--- config.mk ---
export PLATFORM = sky130hd
export DESIGN_NAME = buck_sc_guard
export DESIGN_NICKNAME = d
export VERILOG_FILES = /design/src/rtl/buck_sc_guard_pkg.sv /design/src/rtl/buck_sc_interval.sv /design/src/rtl/buck_sc_sequencer.sv /design/src/rtl/buck_sc_flag.sv /design/src/rtl/buck_sc_guard.sv
export SDC_FILE = /design/constraint.sdc
export NUM_CORES = 1
export LEC_CHECK = 0
export BUFFER_PORTS_ARGS = -buffer_cell sky130_fd_sc_hd__buf_2
export CAP_MARGIN = 0
export CELL_PAD_IN_SITES_DETAIL_PLACEMENT = 1
export CELL_PAD_IN_SITES_GLOBAL_PLACEMENT = 2
export CORE_MARGIN = 1
export CORE_UTILIZATION = 32
export CTS_BUF_LIST = sky130_fd_sc_hd__clkbuf_4 sky130_fd_sc_hd__clkbuf_8 sky130_fd_sc_hd__clkbuf_16
export CTS_CLUSTER_SIZE = 30
export DETAILED_ROUTE_END_ITERATION = 8
export PLACE_DENSITY_LB_ADDON = 0.1
export SLEW_MARGIN = 20
export SYNTH_ARGS = -nofsm -noshare
export SYNTH_HDL_FRONTEND = slang
export SYNTH_SLANG_ARGS = --single-unit
--- constraint.sdc ---
create_clock -name clk -period 2.11 [get_ports clk]
set_input_delay 0 -clock clk [delete_from_list [all_inputs] [get_ports clk]]
set_output_delay 0 -clock clk [all_outputs]
set_load 0.02 [all_outputs]
--- src/rtl/buck_sc_guard_pkg.sv ---
package buck_sc_guard_pkg;

    // Supervisor states
    typedef enum logic [1:0] {
        GS_IDLE   = 2'd0,  // regulator off, waiting for enable
        GS_SOFT   = 2'd1,  // start-up window, single check at its end
        GS_WATCH  = 2'd2,  // continuous debounced monitoring
        GS_LOCKED = 2'd3   // fault latched, regulator held off
    } guard_state_e;

    // Control bundle from the sequencer to the interval counter
    typedef struct packed {
        logic count;  // advance the counter this cycle
        logic wipe;   // return the counter to zero
    } tmr_ctl_t;

    // Run permission for a given state
    function automatic logic state_runs(guard_state_e s);
        return (s == GS_SOFT) || (s == GS_WATCH);
    endfunction

    // Counter width able to hold values up to n
    function automatic int unsigned cnt_width(int unsigned n);
        return (n < 2) ? 1 : $clog2(n + 1);
    endfunction

endpackage

--- src/rtl/buck_sc_interval.sv ---
module buck_sc_interval
    import buck_sc_guard_pkg::*;
#(
    parameter int unsigned INTERVAL_CYC = 50000,
    parameter int unsigned CNT_W        = cnt_width(INTERVAL_CYC)
) (
    input  logic             clk,
    input  logic             rst,
    input  tmr_ctl_t         ctl_i,
    output logic [CNT_W-1:0] cnt_o,
    output logic             expired_o
);
    localparam logic [CNT_W-1:0] LAST = CNT_W'(INTERVAL_CYC - 1);

    logic [CNT_W-1:0] cnt_q;

    // Saturating counter: parks at LAST until wiped
    always_ff @(posedge clk) begin
        if (rst || ctl_i.wipe) begin
            cnt_q <= '0;
        end else if (ctl_i.count && (cnt_q != LAST)) begin
            cnt_q <= cnt_q + 1'b1;
        end
    end

    // Expiry is only meaningful while counting
    assign expired_o = ctl_i.count && (cnt_q == LAST);
    assign cnt_o     = cnt_q;

endmodule

--- src/rtl/buck_sc_sequencer.sv ---
module buck_sc_sequencer
    import buck_sc_guard_pkg::*;
(
    input  logic         clk,
    input  logic         rst,
    input  logic         en_i,
    input  logic         low_i,
    input  logic         expired_i,
    output guard_state_e state_o,
    output tmr_ctl_t     tmr_o,
    output logic         detect_o
);
    guard_state_e state_q, state_d;
    logic         det;

    always_comb begin
        state_d = state_q;
        det     = 1'b0;
        unique case (state_q)
            GS_IDLE: begin
                if (en_i) state_d = GS_SOFT;
            end
            GS_SOFT: begin
                if (!en_i) begin
                    state_d = GS_IDLE;
                end else if (expired_i) begin
                    // single sample at the end of the start-up window
                    if (low_i) begin
                        state_d = GS_LOCKED;
                        det     = 1'b1;
                    end else begin
                        state_d = GS_WATCH;
                    end
                end
            end
            GS_WATCH: begin
                if (!en_i) begin
                    state_d = GS_IDLE;
                end else if (expired_i) begin
                    // counter only runs while low, so expiry means a full low run
                    state_d = GS_LOCKED;
                    det     = 1'b1;
                end
            end
            GS_LOCKED: begin
                if (!en_i) state_d = GS_IDLE;
            end
            default: state_d = GS_IDLE;
        endcase
    end

    // Counter runs through the whole start-up window, and during
    // monitoring only while the output reads low.
    always_comb begin
        tmr_o.count = (state_q == GS_SOFT) || ((state_q == GS_WATCH) && low_i);
        tmr_o.wipe  = !tmr_o.count || (state_d != state_q);
    end

    always_ff @(posedge clk) begin
        if (rst) state_q <= GS_IDLE;
        else     state_q <= state_d;
    end

    assign state_o  = state_q;
    assign detect_o = det;

endmodule

--- src/rtl/buck_sc_flag.sv ---
module buck_sc_flag (
    input  logic clk,
    input  logic rst,
    input  logic set_i,
    input  logic clr_i,
    output logic flag_o
);
    // Set takes priority over a simultaneous software clear
    always_ff @(posedge clk) begin
        if (rst)        flag_o <= 1'b0;
        else if (set_i) flag_o <= 1'b1;
        else if (clr_i) flag_o <= 1'b0;
    end

endmodule

--- src/rtl/buck_sc_guard.sv ---
module buck_sc_guard
    import buck_sc_guard_pkg::*;
#(
    parameter int unsigned INTERVAL_CYC = 50000
) (
    input  logic clk,
    input  logic rst,
    input  logic reg_en_i,
    input  logic vout_low_i,
    input  logic flag_clr_i,
    output logic reg_run_o,
    output logic sc_flag_o
);
    localparam int unsigned CNT_W = cnt_width(INTERVAL_CYC);

    guard_state_e     state;
    tmr_ctl_t         tmr_ctl;
    logic             tmr_expired;
    logic [CNT_W-1:0] tmr_cnt;
    logic             detect;

    buck_sc_interval #(
        .INTERVAL_CYC (INTERVAL_CYC),
        .CNT_W        (CNT_W)
    ) u_interval (
        .clk       (clk),
        .rst       (rst),
        .ctl_i     (tmr_ctl),
        .cnt_o     (tmr_cnt),
        .expired_o (tmr_expired)
    );

    buck_sc_sequencer u_seq (
        .clk       (clk),
        .rst       (rst),
        .en_i      (reg_en_i),
        .low_i     (vout_low_i),
        .expired_i (tmr_expired),
        .state_o   (state),
        .tmr_o     (tmr_ctl),
        .detect_o  (detect)
    );

    buck_sc_flag u_flag (
        .clk    (clk),
        .rst    (rst),
        .set_i  (detect),
        .clr_i  (flag_clr_i),
        .flag_o (sc_flag_o)
    );

    assign reg_run_o = state_runs(state);

endmodule

==> flow_summary.toml, run 1 <==
[critical_path]
path_class = "reg2reg"
cp_slowest_cell = "dfxtp_1"
setup.worst_path.end_class = "register"
crit_top_cell = "buf_4"
slowest_delay_ns = 0.39
critPathLaunchType = "register"
crit_arrival_ns = 2.24
critPathMaxFanout = 4
cp.required_ns = 2.31
rrSetupSlack_ns = 0.07
cp_cell_sequence = "inv_1 -> ha_1 -> buf_4 -> or3_1 -> o32a_1 -> a211oi_4 -> buf_4 -> a211oi_1"

[route]
vias_per_cell = 5.483
remaining_drc_errors = 0
final_antenna_net_count = 0
wl_per_cell_um = 15.26
dr.pass1.iters = 4
drt_wl_total_um = 3190
drt_iter0_drc = 28
vias = 1146

[outcome]
status = "complete, no violations"

[die]
die_h_um = 61.19
fp.dieArea_um2 = 3744
start_util_pct = 33.60
die_x_um = 61.19
core_area_um2 = 3337
io_pins = 7
row_count = 21

[placement]
place_congestion = 0.7188
portBuffers = 6
post-dp-hpwl_um = 2532

[global_routing]
use_met1_pct = 24.10
use_met2_pct = 34.32
grt.overflow.total = 0
grt_usage_pct = 18.88
busiest_layer = "met2"
antenna_found_initial = 0
grt_pass1_wl_um = 5161
grt_pass1_vias = 1131
grt_util_met3_pct = 1.891
grt_max_degree = 11

[cells_and_area]
nets = 174
layout_commonest_cell = "buf_4"
syn2layout_area_growth_pct = 28.24
layout_common_cells = "buf_4, dfxtp_1, nor3_1, o21ai_0"
post_route_cells_drive_above_1_share_pct = 28.22
utilization_pct = 43.08
antenna_cells = 0

[yosys]
synth_ff_type = "dfxtp_1"
yosysTopAreaCellShare_pct = 33.93
syn-num-nets = 142
synth_edf_count = 0
ys_seq_elements = 19
yosysUniqueCellTypes = 34
netlist_area_um2 = 1121
synthArstFlopShare_pct = 0
synth_top_cell_by_area = "dfxtp_1"
ys_warn_count = 0
netlist_instances = 132
synth_seq_area_share_pct = 33.93
syn_avg_cell_area_um2 = 8.493
synth_area_leaders = "dfxtp_1, ha_1, a211oi_1"

[cts]
htreeDepth = 1
cts_buffers = 3
clock_latency_ns = 0.30
path_clk_slew_ns = 0.12
cts_tree = "done"
cts_sinks = 19
clk_path_buf_depth = 2
cts_setup_buffers = 0
cts-root-buf = "clkbuf_4"

[power_and_ir_drop]
power_leakage_nw = 0.4728
p_int_w = 0.0004821
pwr_density_cell_nw_per_um2 = 449.3
p_sw_share_pct = 25.37
vdd_drop_max_mv = 0.2048
p_switching_w = 0.0001639
seq_power_share_pct = 56.1
clkPwrFrac_pct = 31.5
p_comb_share_pct = 12.4
fin_total_pwr_w = 0.0006460

[timing]
maxSlewHeadroom_pct = 69.20
max_freq_mhz = 489.7
skew_ns = 0.006697
fin_crit_ns = 2.042
period_share_pct = 96.78
hold_viol = 0
rsz0062_at_grt = "true"
tightest_slew_ns = 0.4578
finalSetupViolations = 0
drv_slew = 0

[min_path]
worst_hold_path_type = "in2reg"

[job]
cap_violations = 0
-- layout make-up --
cell class | count | area [µm²]
clock buffer | 4 | 30.03
fill | 420 | 1899
inverter | 6 | 22.52
multi-input combinational | 104 | 726.9
sequential | 19 | 381.6
tap | 46 | 57.56
timing repair buffer | 30 | 219.0
-- path summary, 6_finish.rpt --
check / cells after the start / endpoint / startpoint
worst min register to register: 2 / u_flag.flag_o$_SDFFE_PP0P_ / u_flag.flag_o$_SDFFE_PP0P_
worst max register to register: 8 / u_interval.cnt_o[14]$_SDFFE_PP0P_ / u_seq.state_o[0]$_SDFF_PP0_
worst min-delay path: 3 / u_flag.flag_o$_SDFFE_PP0P_ / reg_en_i
worst max-delay path: 8 / u_interval.cnt_o[14]$_SDFFE_PP0P_ / u_seq.state_o[0]$_SDFF_PP0_
-- logic make-up (layout without fill, tap and decap cells) --
| kind of cell | Yosys count | after routing | share of synthesized area (%) |
|---|---|---|---|
| fa+ha+maj | 6 | 6 | 6.473 |
| buf+inv | 9 | 40 | 3.013 |
| xor+xnor | 6 | 6 | 4.687 |
| compound gates | 31 | 31 | 18.53 |
| flops | 19 | 19 | 33.93 |
| simple gates | 61 | 61 | 33.37 |
-- registers in the layout, indices dropped and copies added, names as in the netlist --
name              flops
u_flag.flag_o         1
u_seq.state_o         2
u_interval.cnt_o     16
-- cells in the mapped netlist (2+ instances only) --
library cell / n
dfxtp_1: 19
nand3_1: 8
nor3_1: 8
o21ai_0: 8
a211oi_1: 7
a21oi_1: 7
nor2_1: 7
or3_1: 7
inv_1: 6
nand4_1: 6
ha_1: 5
nand2_1: 5
nand2b_1: 5
xnor2_1: 5
clkbuf_1: 3
nor4_1: 3
or4_1: 3
a31oi_1: 2
or2_2: 2
or4_4: 2
-- power groups by stage --
| stage | sequential, W | combinational, W | clock, W |
|---|---|---|---|
| floorplan | 0.000371 | 0.0000387 | 0 |
| global placement | 0.000370 | 0.0000739 | 0 |
| detailed placement | 0.000370 | 0.0000753 | 0 |
| CTS | 0.000362 | 0.0000789 | 0.000216 |
| global route | 0.000363 | 0.0000876 | 0.000230 |
| finish | 0.000362 | 0.0000799 | 0.000204 |
-- routing by layer --
| metal | wire length (µm) | up-vias |
|---|---|---|
| li1 | - | 564 |
| met1 | 1492 | 565 |
| met2 | 1605 | 13 |
| met3 | 64 | 4 |
| met4 | 27 | 0 |
| met5 | 0 | - |
-- stage by stage --
| step | worst slack [ns] | area [µm²] | TNS (ns) | std cells | hold slack, ns |
|---|---|---|---|---|---|
| after global routing | -0.009545 | 1438 | -0.009545 | 209 | 0.02909 |
| after floorplan | 0.09430 | 1121 | 0 | 132 | 0.06907 |
| after detailed placement | 0.04247 | 1363 | 0 | 203 | 0.2297 |
| final | 0.06800 | 1438 | 0 | 209 | 0.01133 |
| after global placement | 0.04175 | 1363 | 0 | 203 | 0.2146 |
| after CTS | 0.005056 | 1415 | 0 | 209 | 0.004250 |
-- critical path: cells and delay by family (launching register included) --
| family | cells | cell delay (ns) |
|---|---|---|
| compound gates | 3 | 0.58 |
| simple gates | 1 | 0.37 |
| buf+inv | 3 | 0.40 |
| flops | 1 | 0.39 |
| fa+ha+maj | 1 | 0.21 |
-- repair_timing --
action,CTS,global route
hold endpoints to repair,3,0
hold buffers,2,0
endpoints found under the setup margin,1,7
pin swaps,0,1
gates resized for setup,1,6
Power figures use the tool's default switching activity.
==> run 2, diff against run 1 <==
Settings changed: SYNTH_HIERARCHICAL set to 1.
==> run 2 against run 1 <==
Effect of this change: the flow now finishes with violations (setup timing); worst setup slack worse by 0.17 ns; synthesized cell count is 0.76% lower; routed wire length is 13% higher; sequential power is 1% higher; sequential share of layout area is 2.8 points lower; global-route usage is 0.14 points higher; critical path type unchanged.
==> flow_summary.toml, run 2 <==
[cts]
clock_latency_ns = 0.30
cts_tree = "done"
cts_buffers = 3
htreeDepth = 1
path_clk_slew_ns = 0.12
clk_path_buf_depth = 2
cts_sinks = 19
cts-root-buf = "clkbuf_4"

[timing]
setup_slack_ns = -0.1045
drv_slew = 0
hold_viol = 0
maxSlewHeadroom_pct = 77.54
finalSetupViolations = 15
skew_ns = 0.004372
period_share_pct = 105.0
rsz0062_at_grt = "true"
fin_crit_ns = 2.215
max_freq_mhz = 451.6
tightest_slew_ns = 0.3370

[global_routing]
antenna_found_initial = 0
grt.overflow.total = 0
grt_max_degree = 15
grt_usage_pct = 19.02
grt_pass1_wl_um = 5168
grt_pass1_vias = 1081

[critical_path]
cp.required_ns = 2.34
path_class = "reg2reg"
setup.worst_path.end_class = "register"
cp_slowest_cell = "dfxtp_4"
slowest_delay_ns = 0.39
cp_cell_sequence = "inv_2 -> ha_4 -> a21o_1 -> nand4_1 -> nor2_4 -> or3b_4 -> a21oi_2 -> a31oi_1 -> nand3_2 -> buf_4 -> or2_4 -> nor3_2"
rr_startpoint = "u_seq/state_o[1]$_SDFF_PP0_"
crit_start = "u_seq/state_o[1]$_SDFF_PP0_"
critPathLaunchType = "register"
critPathMaxFanout = 7
crit_arrival_ns = 2.45

[power_and_ir_drop]
p_switching_w = 0.0002032
p_sw_share_pct = 28.43
p_comb_share_pct = 20.1
clkPwrFrac_pct = 28.5
vdd_drop_max_mv = 0.2255
power_leakage_nw = 0.6596
seq_power_share_pct = 51.3
pwr_density_cell_nw_per_um2 = 436.8
p_int_w = 0.0005116

[route]
drt_wl_total_um = 3606
wl_per_cell_um = 16.47
final_antenna_net_count = 0
remaining_drc_errors = 0
vias = 1195
drt_iter0_drc = 38
dr.pass1.iters = 4
vias_per_cell = 5.457

[yosys]
netlist_instances = 131
synthXorXnorAreaFrac_pct = 7.008
synth_edf_count = 0
synth_top_family_by_area = "simple AND/OR/NAND/NOR gates"
synth_seq_area_share_pct = 33.82
ys_warn_count = 6
synthSimpleGateAreaFrac_pct = 31.81
synth_compound_gate_area_share_pct = 16.57
syn-num-nets = 141
yosys-mux-area-fraction_pct = 0
synth_area_leaders = "dfxtp_1, xor2_1, ha_1"
yosysMostFrequentCell = "dfxtp_1"
syn_avg_cell_area_um2 = 8.586
synth_common_cells = "dfxtp_1, nor2_1, a21oi_1, nand3_1, xor2_1"
yosysTopAreaCellShare_pct = 33.82
yosysUniqueCellTypes = 43
netlist_area_um2 = 1125
synthArstFlopShare_pct = 0
synth_top_cell_by_area = "dfxtp_1"
ys_seq_elements = 19
synthAdderAreaFrac_pct = 5.562
synth_ff_type = "dfxtp_1"

[outcome]
status = "finished, violations left"
violations = "setup timing"

[cells_and_area]
nets = 184
layout_common_cells = "buf_4, dfxtp_1, nor2_1, xor2_1, a21oi_2"
final_cells = 219
post_route_cells_drive_above_1_share_pct = 47.40
antenna_cells = 0
stdcell_area_um2 = 1637
layout_commonest_cell = "buf_4"
largest_reg_flops = 16
syn2layout_area_growth_pct = 45.50
n_fill_cell = 411

[placement]
post-dp-hpwl_um = 2383
post-place-ws_ns = -0.1696
place_area_um2 = 1400
dp_cells = 201
place_congestion = 0.7798
portBuffers = 6

[die]
row_count = 21
io_pins = 7
core_area_um2 = 3363
die_x_um = 61.29
die_h_um = 61.29
fp.dieArea_um2 = 3756
start_util_pct = 33.44

[min_path]
worst_hold_path_type = "in2reg"
min_from = "rst"

[job]
cap_violations = 0
[run 2: timing repair]
action / in CTS / in global routing
hold endpoints to repair: 3 / 1
setup buffers: 8 / 4
setup endpoints to repair: 16 / 17
pin swaps: 6 / 6
gates cloned: 0 / 1
gates resized for setup: 2 / 21
hold buffers: 2 / 1
[run 2: power groups by stage]
| stage | Clock (W) | Combinational (W) | Sequential (W) |
|---|---|---|---|
| after floorplan | 0 | 0.0000699 | 0.000377 |
| after global placement | 0 | 0.000104 | 0.000375 |
| after detailed placement | 0 | 0.000107 | 0.000375 |
| after CTS | 0.000212 | 0.000109 | 0.000367 |
| after global routing | 0.000227 | 0.000157 | 0.000368 |
| final | 0.000204 | 0.000144 | 0.000367 |
[run 2: cell families (layout without fill, tap and decap cells)]
kind of cell               after synthesis  in the layout
adders and majority gates                5              5
DFF                                     19             19
and+or+nand+nor                         59             60
xor gates and xnor gates                 9              9
buffers and inverters                   12             53
AOI/OAI and AO/OA                       27             27
[run 2: area by class of cell]
class	instances	area [µm²]	share of cell area (%)
clock buffer	4	30.03	1.835
inverter	6	25.02	1.529
sequential	19	387.9	23.70
timing repair buffer	43	316.6	19.34
tap	46	57.56	3.517
multi-input combinational	101	819.5	50.08
[run 2: routing by layer]
layer / track usage [%] / wire (µm) / share of wire [%] / up-vias
li1: - / - / - / 566
met1: 26.44 / 1557 / 43 / 598
met2: 30.28 / 1866 / 52 / 27
met3: 4.202 / 145 / 4.0 / 4
met4: 3.896 / 36 / 1.0 / 0
met5: 0 / 0 / 0 / -
[run 2: worst paths after layout]
| kind | endpoint | slack [ns] | cells past startpoint |
|---|---|---|---|
| setup / recovery | u_interval/cnt_o[2]$_SDFFE_PP0P_ | -0.10 | 12 |
| hold / removal | u_interval/cnt_o[3]$_SDFFE_PP0P_ | 0.06 | 4 |
| setup reg to reg | u_interval/cnt_o[2]$_SDFFE_PP0P_ | -0.10 | 12 |
| hold reg to reg | u_flag/flag_o$_SDFFE_PP0P_ | 0.51 | 2 |
[run 2: through the flow]
stage	utilization, %	total power, W	TNS (ns)	hold slack (ns)
6_report	48.66	0.0007148	-0.8499	0.06483
4_1_cts	45.01	0.0006884	-0.3236	0.006103
2_1_floorplan	-	0.0004469	-1.010	0.06244
3_5_place_dp	41.63	0.0004822	-1.299	0.2545
5_1_grt	48.66	0.0007514	-2.222	0.04122
3_3_place_gp	41.63	0.0004788	-0.03246	0.2415
[run 2: critical path: cells and delay by family, from the launching register on]
family | cells | cell delay (ns)
and+or+nand+nor | 6 | 0.99
AOI/OAI and AO/OA | 3 | 0.40
DFF | 1 | 0.39
buffers and inverters | 2 | 0.20
adders and majority gates | 1 | 0.15
